## src/rtl/ckectl_pkg.sv

```systemverilog
package ckectl_pkg;

    typedef enum logic [1:0] {
        ST_RUN   = 2'd0,
        ST_HOLD  = 2'd1,
        ST_SLEEP = 2'd2
    } cke_state_e;

    typedef struct packed {
        logic accept;
        logic freeze;
        logic hold;
        logic sleep;
    } cke_flags_t;

    localparam cke_flags_t FLAGS_RUN   = '{accept: 1'b1, freeze: 1'b0, hold: 1'b0, sleep: 1'b0};
    localparam cke_flags_t FLAGS_HOLD  = '{accept: 1'b0, freeze: 1'b1, hold: 1'b1, sleep: 1'b0};
    localparam cke_flags_t FLAGS_SLEEP = '{accept: 1'b0, freeze: 1'b1, hold: 1'b0, sleep: 1'b1};

endpackage

```

## src/rtl/cke_next_state.sv

```systemverilog
module cke_next_state
    import ckectl_pkg::*;
(
    input  cke_state_e state,
    input  logic       cke,
    input  logic       banks_idle,
    output cke_state_e nxt
);

    always_comb begin
        nxt = state;
        unique case (state)
            ST_RUN: begin
                // ENTER_SLEEP / ENTER_HOLD: a low sample takes effect next cycle
                if (!cke) begin
                    nxt = banks_idle ? ST_SLEEP : ST_HOLD;
                end
            end
            ST_HOLD, ST_SLEEP: begin
                // WAKE: a high sample returns to RUN; bank status is ignored
                if (cke) begin
                    nxt = ST_RUN;
                end
            end
            default: nxt = ST_RUN;
        endcase
    end

endmodule

```

## src/rtl/cke_state_reg.sv

```systemverilog
module cke_state_reg
    import ckectl_pkg::*;
(
    input  logic       clk,
    input  logic       rst_n,
    input  cke_state_e nxt,
    output cke_state_e state
);

    always_ff @(posedge clk or negedge rst_n) begin
        if (!rst_n) begin
            state <= ST_RUN;
        end else begin
            state <= nxt;
        end
    end

endmodule

```

## src/rtl/cke_flag_reg.sv

```systemverilog
module cke_flag_reg
    import ckectl_pkg::*;
(
    input  logic       clk,
    input  logic       rst_n,
    input  cke_state_e nxt,
    output cke_flags_t flags
);

    cke_flags_t flags_d;

    always_comb begin
        unique case (nxt)
            ST_RUN:   flags_d = FLAGS_RUN;
            ST_HOLD:  flags_d = FLAGS_HOLD;
            ST_SLEEP: flags_d = FLAGS_SLEEP;
            default:  flags_d = FLAGS_RUN;
        endcase
    end

    always_ff @(posedge clk or negedge rst_n) begin
        if (!rst_n) begin
            flags <= FLAGS_RUN;
        end else begin
            flags <= flags_d;
        end
    end

endmodule

```

## src/rtl/cke_pd_ctrl.sv

```systemverilog
module cke_pd_ctrl
    import ckectl_pkg::*;
(
    input  logic clk,
    input  logic rst_n,
    input  logic cke,
    input  logic banks_idle,
    output logic cmd_accept,
    output logic freeze,
    output logic suspend,
    output logic power_down
);

    cke_state_e state;
    cke_state_e nxt;
    cke_flags_t flags;

    cke_next_state u_next (
        .state      (state),
        .cke        (cke),
        .banks_idle (banks_idle),
        .nxt        (nxt)
    );

    cke_state_reg u_state (
        .clk   (clk),
        .rst_n (rst_n),
        .nxt   (nxt),
        .state (state)
    );

    cke_flag_reg u_flags (
        .clk   (clk),
        .rst_n (rst_n),
        .nxt   (nxt),
        .flags (flags)
    );

    assign cmd_accept = flags.accept;
    assign freeze     = flags.freeze;
    assign suspend    = flags.hold;
    assign power_down = flags.sleep;

endmodule

```

## config.mk

```make
export PLATFORM = sky130hd
export DESIGN_NAME = cke_pd_ctrl
export DESIGN_NICKNAME = d
export VERILOG_FILES = /design/src/rtl/ckectl_pkg.sv /design/src/rtl/cke_next_state.sv /design/src/rtl/cke_state_reg.sv /design/src/rtl/cke_flag_reg.sv /design/src/rtl/cke_pd_ctrl.sv
export SDC_FILE = /design/constraint.sdc
export NUM_CORES = 1
export LEC_CHECK = 0
export BUFFER_PORTS_ARGS = -buffer_cell sky130_fd_sc_hd__buf_2
export CAP_MARGIN = 0
export CELL_PAD_IN_SITES_DETAIL_PLACEMENT = 0
export CELL_PAD_IN_SITES_GLOBAL_PLACEMENT = 1
export CORE_AREA = 5 5 42 44
export CTS_CLUSTER_SIZE = 24
export DETAILED_ROUTE_END_ITERATION = 8
export DIE_AREA = 0 0 47 49
export PLACE_DENSITY_LB_ADDON = 0.08
export SYNTH_ARGS = -nofsm -noshare
export SYNTH_HDL_FRONTEND = slang
export SYNTH_HIERARCHICAL = 1
export SYNTH_SLANG_ARGS = --single-unit
```

## constraint.sdc

```tcl
create_clock -name clk -period 4.9 [get_ports clk]
set_clock_uncertainty 0.05 [all_clocks]
set_input_delay 0.49 -clock clk [delete_from_list [all_inputs] [get_ports clk]]
set_output_delay 0.49 -clock clk [all_outputs]
set_load 0.05 [all_outputs]
```

* After elaboration in Yosys (flattened, before gate mapping)
Index checks and enable logic that the tools add are counted.
Operators by class: mux-type cells 5, reductions and logical operators 2, eq/ne operators 4
Operators by type and width (count):
- case mux 4 bit (2 select lines) | 1
- 2-to-1 mux 2 bit | 3
- equality test 2 x 1 -> 1 bit, second input constant | 2
- equality test 2 bit, second input constant | 2
- case mux 2 bit (2 select lines) | 1
- zero test 2 bit | 1
- OR reduction 2 bit | 1
Storage, ports and cells: output and inout port bits 4, logic and storage cells 16, bits of input ports 4, register bits 6

* Depth between registers and ports, before layout
Gate-level depths: netlist of run 1.
depth in word-level cells 5, depth in mapped cells 7, mapped depth without buffers 7

* Hierarchy
Netlist of run 1, hierarchy kept.
Modules (own cells, without submodules):
- cke_flag_reg | sequential area each 101.3 µm², area each 137.6 µm², cells each 9, instances 1
- cke_next_state | sequential area each 0.0 µm², area each 78.8 µm², cells each 9, instances 1
- cke_state_reg | sequential area each 50.0 µm², area each 50.0 µm², cells each 2, instances 1

* Worst setup path before layout of run 1
OpenSTA, ideal clock, no wires.
kind reg2reg, start point reg u_state.state[0], end point reg, netlist name u_flags/flags[2], stages on the path, launching flop included 7, period minus slack after synthesis 1702 ps, path buffers 0, slack 3198 ps, arrival 1538 ps, path through dfrtp_1 > ha_1 > or4b_1 > o31ai_1 > inv_1 > ha_1 > inv_1
RTL lines:
- from (decl) | RTL line cke_state_reg.sv:7 | output cke_state_e state
- from (signal assigned) | RTL line cke_state_reg.sv:14 | state <= nxt;

==> qor.yml, run 1 <==
critical_path:
  worst-path-buf-inv: 2
  crit_chain: "ha_1, or4b_1, o31ai_1, inv_1, ha_1, inv_1"
  critPathLaunch: "u_state/state[0]"
  path_max_fanout: 4
  r2r-end: "u_flags/flags[2]"
  start_kind: "flop"
  critPathRequiredTime_ns: 4.98
  crit_path_end: "u_flags/flags[2]"
  cpPeakStageDelay_ns: 0.47
  crit_slowest_cell: "or4b_1"
  worstRegToRegCells: 6
  endpoint_kind: "flop"
  cp_num_cells: 6
  crit_family: "adder cells"
  r2r_start: "u_state/state[0]"
  crit_type: "reg -> reg"
  cp.arrival_ns: 1.90
  r2r_slack_ns: 3.08
power:
  powerDensity_nw_per_um2: 682
  leakage_nw: 0.184
  switching_share_pct: 44.1
  power_frac_comb_pct: 46.6
  internal_power_w: 0.000133
  clkPwrFrac_pct: 20.6
  p_switching_w: 0.000105
  peakVddDrop_uv: 204
  power.total_w: 0.000237
  power_frac_seq_pct: 32.7
drt:
  ant_nets: 0
  wl_um: 464
  vias: 179
  routed_via_density: 3.81
  drc_errors: 0
  routedWlPerCell_um: 9.87
  drt_iter0_drc: 0
  firstDrtPassIters: 1
synthesis:
  netlist_instances: 20
  syn_area_um2: 267
  avgSynthCellArea_um2: 13.3
  syn_nets: 28
  ys_warn_count: 6
  synth_seq_cells: 6
  yosysSeqAreaShare_pct: 56.8
  ys_types: 8
place:
  hpwl_um: 380
  dp.cells: 43
  globalplace.congestion: 0.636
  place_worst_setup_slack_ns: 3.02
  io_buffers: 7
finish:
  syn_to_final_growth_pct: 30.5
  nNetsFinal: 40
  ff_latch_area_um2: 151
  fillCellCount: 158
  post_layout_nonfiller_instances: 47
  multi_input_area_um2: 96.3
  diodes: 0
  drive_above_1_share_pct: 35.5
grt:
  grt_antenna_before_repair: 0
  grt_pass1_wl_um: 731
  grt_use_total_pct: 4.88
  grt_overflow: 0
  grt_pass1_vias: 192
  grt_max_degree: 7
sta:
  rsz0062_at_grt: "false"
  hold_viol_final: 0
  finalCritPeriodShare_pct: 37.1
  fmaxAchievable_mhz: 550
  fin_ws_ns: 3.08
  setup_tns_ns: 0
  setup_violations: 0
  finalMaxSlewViolations: 0
  slew_headroom_pct: 70.5
  worstMarginPinSlew_ns: 0.439
  layout_min_cycle_time_ns: 1.82
  timing.hold.ws_ns: 0.0103
floorplan:
  core_um2: 1400
  start_util_pct: 19.0
  fp.dieW_um: 47
  die_h_um: 49
  rows: 14
  die_area_um2: 2300
  pin_count: 8
clock_network:
  cts_tree: "done"
  cts_hold_buf: 0
  clkSlewWorstSetupHoldPaths_ns: 0.05
  cts_root_buffer: "clkbuf_4"
  cts_buffers: 3
  htreeDepth: 1
  numClockSinks: 6
  post-cts-setup-buffer-count: 0
  clk_latency_ns: 0.24
  clk_path_buf_depth: 2
  cts_resized: 0
flow_run:
  max-cap-violations: 0
run_status:
  status: "finished clean"
hold_path:
  hp-class: "in -> async"
state kept, by name (all words and copies together) (netlist names):
signal	count
u_flags/flags	4
u_state/state	2
per-stage QoR:
| stage | cell area (um2) | util (%) |
|---|---|---|
| 4_1_cts | 348 | 24.8 |
| 3_3_place_gp | 322 | 22.9 |
| 3_5_place_dp | 322 | 22.9 |
| 5_1_grt | 348 | 24.8 |
| 2_1_floorplan | 267 | - |
| 6_report | 348 | 24.8 |
final cells by class:
class | instances | area share (%)
multi-input cells | 9 | 27.7
repair buffers | 7 | 10.1
well taps | 16 | 5.76
flip-flops and latches | 6 | 43.5
clock buffers | 4 | 7.55
inverters | 5 | 5.40
logic make-up after synthesis:
family                     count (synthesis)  share of synthesized area, %
adders and majority gates                  4                          18.8
DFF                                        6                          56.8
buffers and inverters                      5                          7.04
muxes                                      1                          3.76
AOI/OAI and AO/OA                          2                          5.63
and+or+nand+nor                            2                          7.98
synthesized netlist by cell type:
library cell / n / share of area (%)
o31ai_1: 2 / 5.6
or4b_1: 1 / 3.8
inv_1: 5 / 7.0
dfstp_2: 1 / 9.9
dfrtp_1: 5 / 47
mux2i_1: 1 / 3.8
ha_1: 4 / 19
nand4bb_1: 1 / 4.2
power groups by stage:
stage                     Clock (W)  Sequential, W  Combinational (W)
after floorplan                   0       0.000125          0.0000387
after global placement            0      0.0000786           0.000111
after detailed placement          0      0.0000789           0.000112
after CTS                 0.0000511      0.0000782           0.000113
after global routing      0.0000547      0.0000788           0.000121
final                     0.0000489      0.0000776           0.000111
worst min path at each step:
stage | depth (start not counted) | end | slack (ns) | startpoint
after global routing | 1 | u_state/state[1] | 0.007 | rst_n
after CTS | 1 | u_state/state[1] | 0.009 | rst_n
final | 1 | u_flags/flags[1] | 0.01 | rst_n
after floorplan | 0 | u_flags/flags[0] | 0.14 | rst_n
after global placement | 1 | u_flags/flags[0] | 0.27 | rst_n
after detailed placement | 1 | u_flags/flags[2] | 0.27 | rst_n
worst register-to-register path: stages, from the launching register on:
cell     delay (ns)
dfrtp_1        0.37
ha_1           0.23
or4b_1         0.47
o31ai_1        0.13
inv_1          0.10
ha_1           0.31
inv_1          0.04
layout by cell type, fill, tap and decap left out:
cell type and n:
buf_2 7, inv_1 5, dfrtp_1 5, ha_1 4, clkbuf_4 3, o31ai_1 2
clkbuf_1 1, dfstp_2 1, mux2i_1 1, nand4bb_1 1, or4b_1 1
per-layer routing:
layer | vias to the layer above | part of all wire (%) | global-route usage [%]
met5 | - | 0 | 0
met4 | 0 | 0 | 4.15
met3 | 0 | 6.0 | 3.32
met2 | 3 | 54 | 7.24
met1 | 88 | 39 | 4.23
li1 | 88 | - | -
(Power assumes the default switching activity.)
==> run 2, diff against run 1 <==
ABC_AREA = 1   (was not set)
clock period = 1.9 ns   (was 4.9 ns; I/O delays follow)
==> qor.yml, run 2 <==
grt:
  grt_use_total_pct: 5.10  # was 4.88%
  grt_pass1_vias: 184  # was 192
  grt_antenna_before_repair: 0  # unchanged
  grt_max_degree: 7  # unchanged
  grt_overflow: 0  # unchanged
  grt_pass1_wl_um: 731  # unchanged
synthesis:
  ys_top_cells_by_count: "dfrtp_1, inv_1, ha_1, nand2_1, nand3_1"  # was dfrtp_1, inv_1, ha_1
  synthArstFlopShare_pct: 100  # unchanged
  ys_types: 11  # was 8
  avgSynthCellArea_um2: 10.6  # was 13.3 um2
  yosysTopAreaCell: "dfrtp_1"  # unchanged
  yosysSeqAreaShare_pct: 54.8  # was 56.8%
  synth_top_area_share_pct: 45.2  # was 46.9%
  netlist_top_cells_area: "dfrtp_1, ha_1, dfstp_2"  # unchanged
  netlist_instances: 26  # was 20
  synth_ff_type: "dfrtp_1"  # unchanged
  syn_area_um2: 277  # was 267 um2
  ys_warn_count: 6  # unchanged
  synth_seq_cells: 6  # unchanged
  synth_enable_flop_cells: 0  # unchanged
  syn_nets: 34  # was 28
run_status:
  status: "finished clean"  # unchanged
critical_path:
  cp.arrival_ns: 1.72  # was 1.90 ns
  path_common_cell: "inv_1"
  endpoint_kind: "flop"  # unchanged
  start_kind: "flop"  # unchanged
  crit_family: "adder cells"  # unchanged
  worst-path-buf-inv: 3  # was 2
  crit_slowest_cell: "dfrtp_1"  # was or4b_1
  path_max_fanout: 4  # unchanged
  cpPeakStageDelay_ns: 0.38  # was 0.47 ns
  crit_type: "reg -> reg"  # unchanged
  crit_chain: "inv_1, ha_1, nand3_1, a21oi_1, inv_1, ha_1, inv_1"  # was ha_1, or4b_1, o31ai_1, inv_1, ha_1, inv_1
  critPathRequiredTime_ns: 1.98  # was 4.98 ns
finish:
  syn_to_final_growth_pct: 33.0  # was 30.5%
  nNetsFinal: 47  # was 40
  largest_register_ffs: 4  # unchanged
  diodes: 0  # unchanged
  post_layout_nonfiller_instances: 54  # was 47
  top_register: "u_flags/flags"  # unchanged
  final_common_cell: "buf_2"  # unchanged
  fillCellCount: 169  # was 158
  top_regs: "u_flags/flags x4, u_state/state x2"  # unchanged
  final_cell_mix: "buf_2, inv_1, dfrtp_1"  # unchanged
  drive_above_1_share_pct: 36.8  # was 35.5%
sta:
  finalCritPeriodShare_pct: 86.2  # was 37.1%
  setup_tns_ns: 0  # unchanged
  finalMaxSlewViolations: 0  # unchanged
  fin_ws_ns: 0.262  # was 3.08 ns
  setup_violations: 0  # unchanged
  worstMarginPinSlew_ns: 0.260  # was 0.439 ns
  layout_min_cycle_time_ns: 1.64  # was 1.82 ns
  fmaxAchievable_mhz: 610  # was 550 MHz
  slew_headroom_pct: 82.7  # was 70.5%
  rsz0062_at_grt: "false"  # unchanged
  hold_viol_final: 0  # unchanged
clock_network:
  cts_hold_buf: 1  # was 0
  clk_latency_ns: 0.24  # about the same
  post-cts-setup-buffer-count: 0  # unchanged
  numClockSinks: 6  # unchanged
  cts_root_buffer: "clkbuf_4"  # unchanged
  cts_buffers: 3  # unchanged
  htreeDepth: 1  # unchanged
  cts_tree: "done"  # unchanged
  clk_path_buf_depth: 2  # unchanged
  cts_resized: 0  # unchanged
  clkSlewWorstSetupHoldPaths_ns: 0.05  # about the same
hold_path:
  hp-class: "in -> async"  # unchanged
drt:
  wl_um: 473  # was 464 um
  vias: 201  # was 179
  firstDrtPassIters: 1  # unchanged
  routedWlPerCell_um: 8.76  # was 9.87 um
  routed_via_density: 3.72  # was 3.81
  drt_iter0_drc: 0  # unchanged
  drc_errors: 0  # unchanged
  ant_nets: 0  # unchanged
place:
  place_worst_setup_slack_ns: 0.242  # was 3.02 ns
  hpwl_um: 417  # was 380 um
  io_buffers: 7  # unchanged
  dp.cells: 49  # was 43
  globalplace.congestion: 0.674  # was 0.636
power:
  leakage_nw: 0.198  # was 0.184 nW
  powerDensity_nw_per_um2: 1840  # was 682 nW/um2
  peakVddDrop_uv: 484  # was 204 uV
floorplan:
  fp.dieW_um: 47  # unchanged
  rows: 14  # unchanged
  die_h_um: 49  # unchanged
  start_util_pct: 19.7  # was 19.0%
  pin_count: 8  # unchanged
  die_area_um2: 2300  # unchanged
  core_um2: 1400  # unchanged
flow_run:
  max-cap-violations: 0  # unchanged
## run 2: area by class of cell
| cell class | count | area, um2 | area share, % |
|---|---|---|---|
| repair buffers | 8 | 45.0 | 12.2 |
| well taps | 16 | 20.0 | 5.44 |
| inverters | 6 | 22.5 | 6.12 |
| clock buffers | 4 | 26.3 | 7.14 |
| flip-flops and latches | 6 | 151 | 41.2 |
| multi-input cells | 14 | 103 | 27.9 |
## run 2: worst paths after layout
check	startpoint	endpoint	slack [ns]	cells past startpoint
worst min register to register	u_state/state[1]	u_state/state[1]	0.58	2
max in group asynchronous	rst_n	u_flags/flags[3]	1.33	2
worst max-delay path	u_state/state[1]	u_flags/flags[2]	0.26	7
min in group clk	cke	u_state/state[1]	0.24	4
worst max register to register	u_state/state[1]	u_flags/flags[2]	0.26	7
worst min-delay path	rst_n	u_flags/flags[1]	0.24	2
## run 2: stage by stage
| stage | instance area (um2) | power (W) | utilization (%) | hold slack [ns] |
|---|---|---|---|---|
| floorplan | 277 | 0.000485 | - | -0.156 |
| global placement | 332 | 0.000559 | 23.7 | -0.0322 |
| detailed placement | 332 | 0.000563 | 23.7 | -0.0288 |
| CTS | 368 | 0.000697 | 26.3 | 0.235 |
| global route | 368 | 0.000734 | 26.3 | 0.246 |
| finish | 368 | 0.000679 | 26.3 | 0.240 |
## run 2: power breakdown
part           leakage (nW)  internal, W  switching (W)
clock network        0.0150    0.0000795      0.0000461
logic                 0.108    0.0000903       0.000242
registers            0.0751     0.000195      0.0000253
## run 2: cells by family (layout without fill, tap and decap cells)
logic type / Yosys count / count (layout) / share of synthesized area, %
simple gates: 7 / 7 / 11.3
fa+ha+maj: 4 / 4 / 18.1
compound gates: 3 / 3 / 7.69
flops: 6 / 6 / 54.8
buf+inv: 6 / 18 / 8.14
## run 2: metal layers
layer | wire length, um | track usage (%) | up-vias | part of all wire (%)
li1 | - | - | 102 | -
met1 | 147 | 3.36 | 95 | 31
met2 | 282 | 7.92 | 4 | 60
met3 | 42 | 3.69 | 0 | 8.9
met4 | 0 | 5.53 | 0 | 0
met5 | 0 | 0 | - | 0
==> run 3, diff against run 2 <==
clock period = 1.5 ns   (was 1.9 ns; I/O delays follow)
==> qor.yml, run 3 (synthesis results as in run 2) <==
sta:
  setup_tns_ns: 0  # unchanged
  setup_violations: 0  # unchanged
  worstMarginPinSlew_ns: 0.254  # was 0.260 ns
  rsz0062_at_grt: "true"  # was false
  layout_min_cycle_time_ns: 1.46  # was 1.64 ns
  slew_headroom_pct: 83.2  # was 82.7%
  timing.hold.ws_ns: 0.199  # was 0.240 ns
  fmaxAchievable_mhz: 685  # was 610 MHz
  finalCritPeriodShare_pct: 97.3  # was 86.2%
  finalMaxSlewViolations: 0  # unchanged
  hold_viol_final: 0  # unchanged
drt:
  ant_nets: 0  # unchanged
  firstDrtPassIters: 2  # was 1
  drc_errors: 0  # unchanged
  drt_iter0_drc: 3  # was 0
  vias: 243  # was 201
  wl_um: 622  # was 473 um
  routedWlPerCell_um: 10.4  # was 8.76 um
  routed_via_density: 4.05  # was 3.72
finish:
  final_cell_area_um2: 475  # was 368 um2
  top_register: "u_flags/flags"  # unchanged
  final_cell_mix: "buf_2, buf_4, inv_2, dfrtp_1, nand2_1"  # was buf_2, inv_1, dfrtp_1
  final_util_pct: 33.9  # was 26.3%
  final_common_cell: "buf_2"  # unchanged
  largest_register_ffs: 4  # unchanged
  diodes: 0  # unchanged
  fillCellCount: 154  # was 169
  multi_input_area_um2: 165  # was 103 um2
  nNetsFinal: 53  # was 47
  syn_to_final_growth_pct: 71.9  # was 33.0%
  drive_above_1_share_pct: 68.2  # was 36.8%
  post_layout_nonfiller_instances: 60  # was 54
  top_regs: "u_flags/flags x4, u_state/state x2"  # unchanged
  ff_latch_area_um2: 151  # unchanged
critical_path:
  start_kind: "flop"  # unchanged
  worst-path-buf-inv: 3  # unchanged
  cpPeakStageDelay_ns: 0.39  # was 0.38 ns
  crit_type: "reg -> reg"  # unchanged
  crit_slowest_cell: "dfrtp_1"  # unchanged
  endpoint_kind: "flop"  # unchanged
  cp.arrival_ns: 1.54  # was 1.72 ns
  path_max_fanout: 3  # was 4
  critPathRequiredTime_ns: 1.59  # was 1.98 ns
  crit_chain: "inv_2, ha_4, nand3_4, a21oi_4, inv_2, ha_4, inv_2"  # was inv_1, ha_1, nand3_1, a21oi_1, inv_1, ha_1, inv_1
  path_common_cell: "inv_2"  # was inv_1
  crit_family: "adder cells"  # unchanged
clock_network:
  numClockSinks: 6  # unchanged
  cts_tree: "done"  # unchanged
  clkSlewWorstSetupHoldPaths_ns: 0.05  # about the same
  clk_latency_ns: 0.24  # about the same
  clk_path_buf_depth: 2  # unchanged
  cts_root_buffer: "clkbuf_4"  # unchanged
  htreeDepth: 1  # unchanged
  cts_buffers: 3  # unchanged
place:
  io_buffers: 7  # unchanged
  dp.cells: 52  # was 49
  globalplace.congestion: 0.700  # was 0.674
  placed_cell_area_um2: 358  # was 332 um2
  hpwl_um: 478  # was 417 um
floorplan:
  die_area_um2: 2300  # unchanged
  core_um2: 1400  # unchanged
  fp.dieW_um: 47  # unchanged
  rows: 14  # unchanged
  die_h_um: 49  # unchanged
  start_util_pct: 19.7  # unchanged
  pin_count: 8  # unchanged
grt:
  grt_pass1_vias: 244  # was 184
  grt_max_degree: 7  # unchanged
  use_met3_pct: 2.21  # was 3.69%
  grt_antenna_before_repair: 0  # unchanged
  grt_overflow: 0  # unchanged
  grt_busiest_layer: "met2"  # unchanged
  met1_usage_pct: 6.01  # was 3.36%
  grt_pass1_wl_um: 1010  # was 731 um
  grt_use_total_pct: 6.58  # was 5.10%
  grt_util_met2_pct: 10.2  # was 7.92%
power:
  peakVddDrop_uv: 785  # was 484 uV
  powerDensity_nw_per_um2: 2430  # was 1840 nW/um2
  leakage_nw: 0.232  # was 0.198 nW
hold_path:
  hp-class: "in -> async"  # unchanged
flow_run:
  max-cap-violations: 0  # unchanged
run_status:
  status: "finished clean"  # unchanged
-- run 3: changes by cell type in the layout (fill, tap and decap cells not counted), sizes merged --
cell / delta
buf: +6
-- run 3: final cells by class --
type | instances | share of cell area, %
repair buffers | 14 | 18.9
flip-flops and latches | 6 | 31.8
clock buffers | 4 | 5.53
multi-input cells | 14 | 34.7
well taps | 16 | 4.21
inverters | 6 | 4.74
-- run 3: worst paths after layout --
| check | end | cells after the start | start | slack (ns) |
|---|---|---|---|---|
| max | u_flags/flags[2] | 7 | u_state/state[1] | 0.04 |
| min | u_state/state[0] | 2 | rst_n | 0.20 |
| max reg2reg | u_flags/flags[2] | 7 | u_state/state[1] | 0.04 |
| min reg2reg | u_state/state[1] | 4 | u_state/state[0] | 0.82 |
| max in group asynchronous | u_flags/flags[3] | 2 | rst_n | 0.98 |
| min in group clk | u_flags/flags[0] | 6 | cke | 0.36 |
-- run 3: metrics by stage --
step / worst slack [ns] / power [W]
finish: 0.0407 / 0.00115
global route: -0.0366 / 0.00124
CTS: 0.00829 / 0.00106
detailed placement: -0.0333 / 0.000788
global placement: -0.00263 / 0.000772
floorplan: 0.0292 / 0.000623
-- run 3: routing by layer --
layer / share of wire [%] / routed length, um
met1: 31 / 195
met5: 0 / 0
met3: 6.1 / 38
met4: 3.5 / 22
met2: 59 / 366
-- run 3: what timing repair did --
action | 4_1_cts | 5_1_grt
pin swaps | 2 | 6
resized for setup | 4 | 8
hold endpoints to repair | 6 | 0
setup buffers | 1 | 2
endpoints found under the setup margin | 1 | 3
hold buffers | 1 | 0
-- run 3: where the power goes --
part	internal (W)	total [W]	switching (W)
clock network	0.000101	0.000157	0.0000563
logic	0.000295	0.000715	0.000420
registers	0.000248	0.000282	0.0000341
total	0.000644	0.00115	0.000510
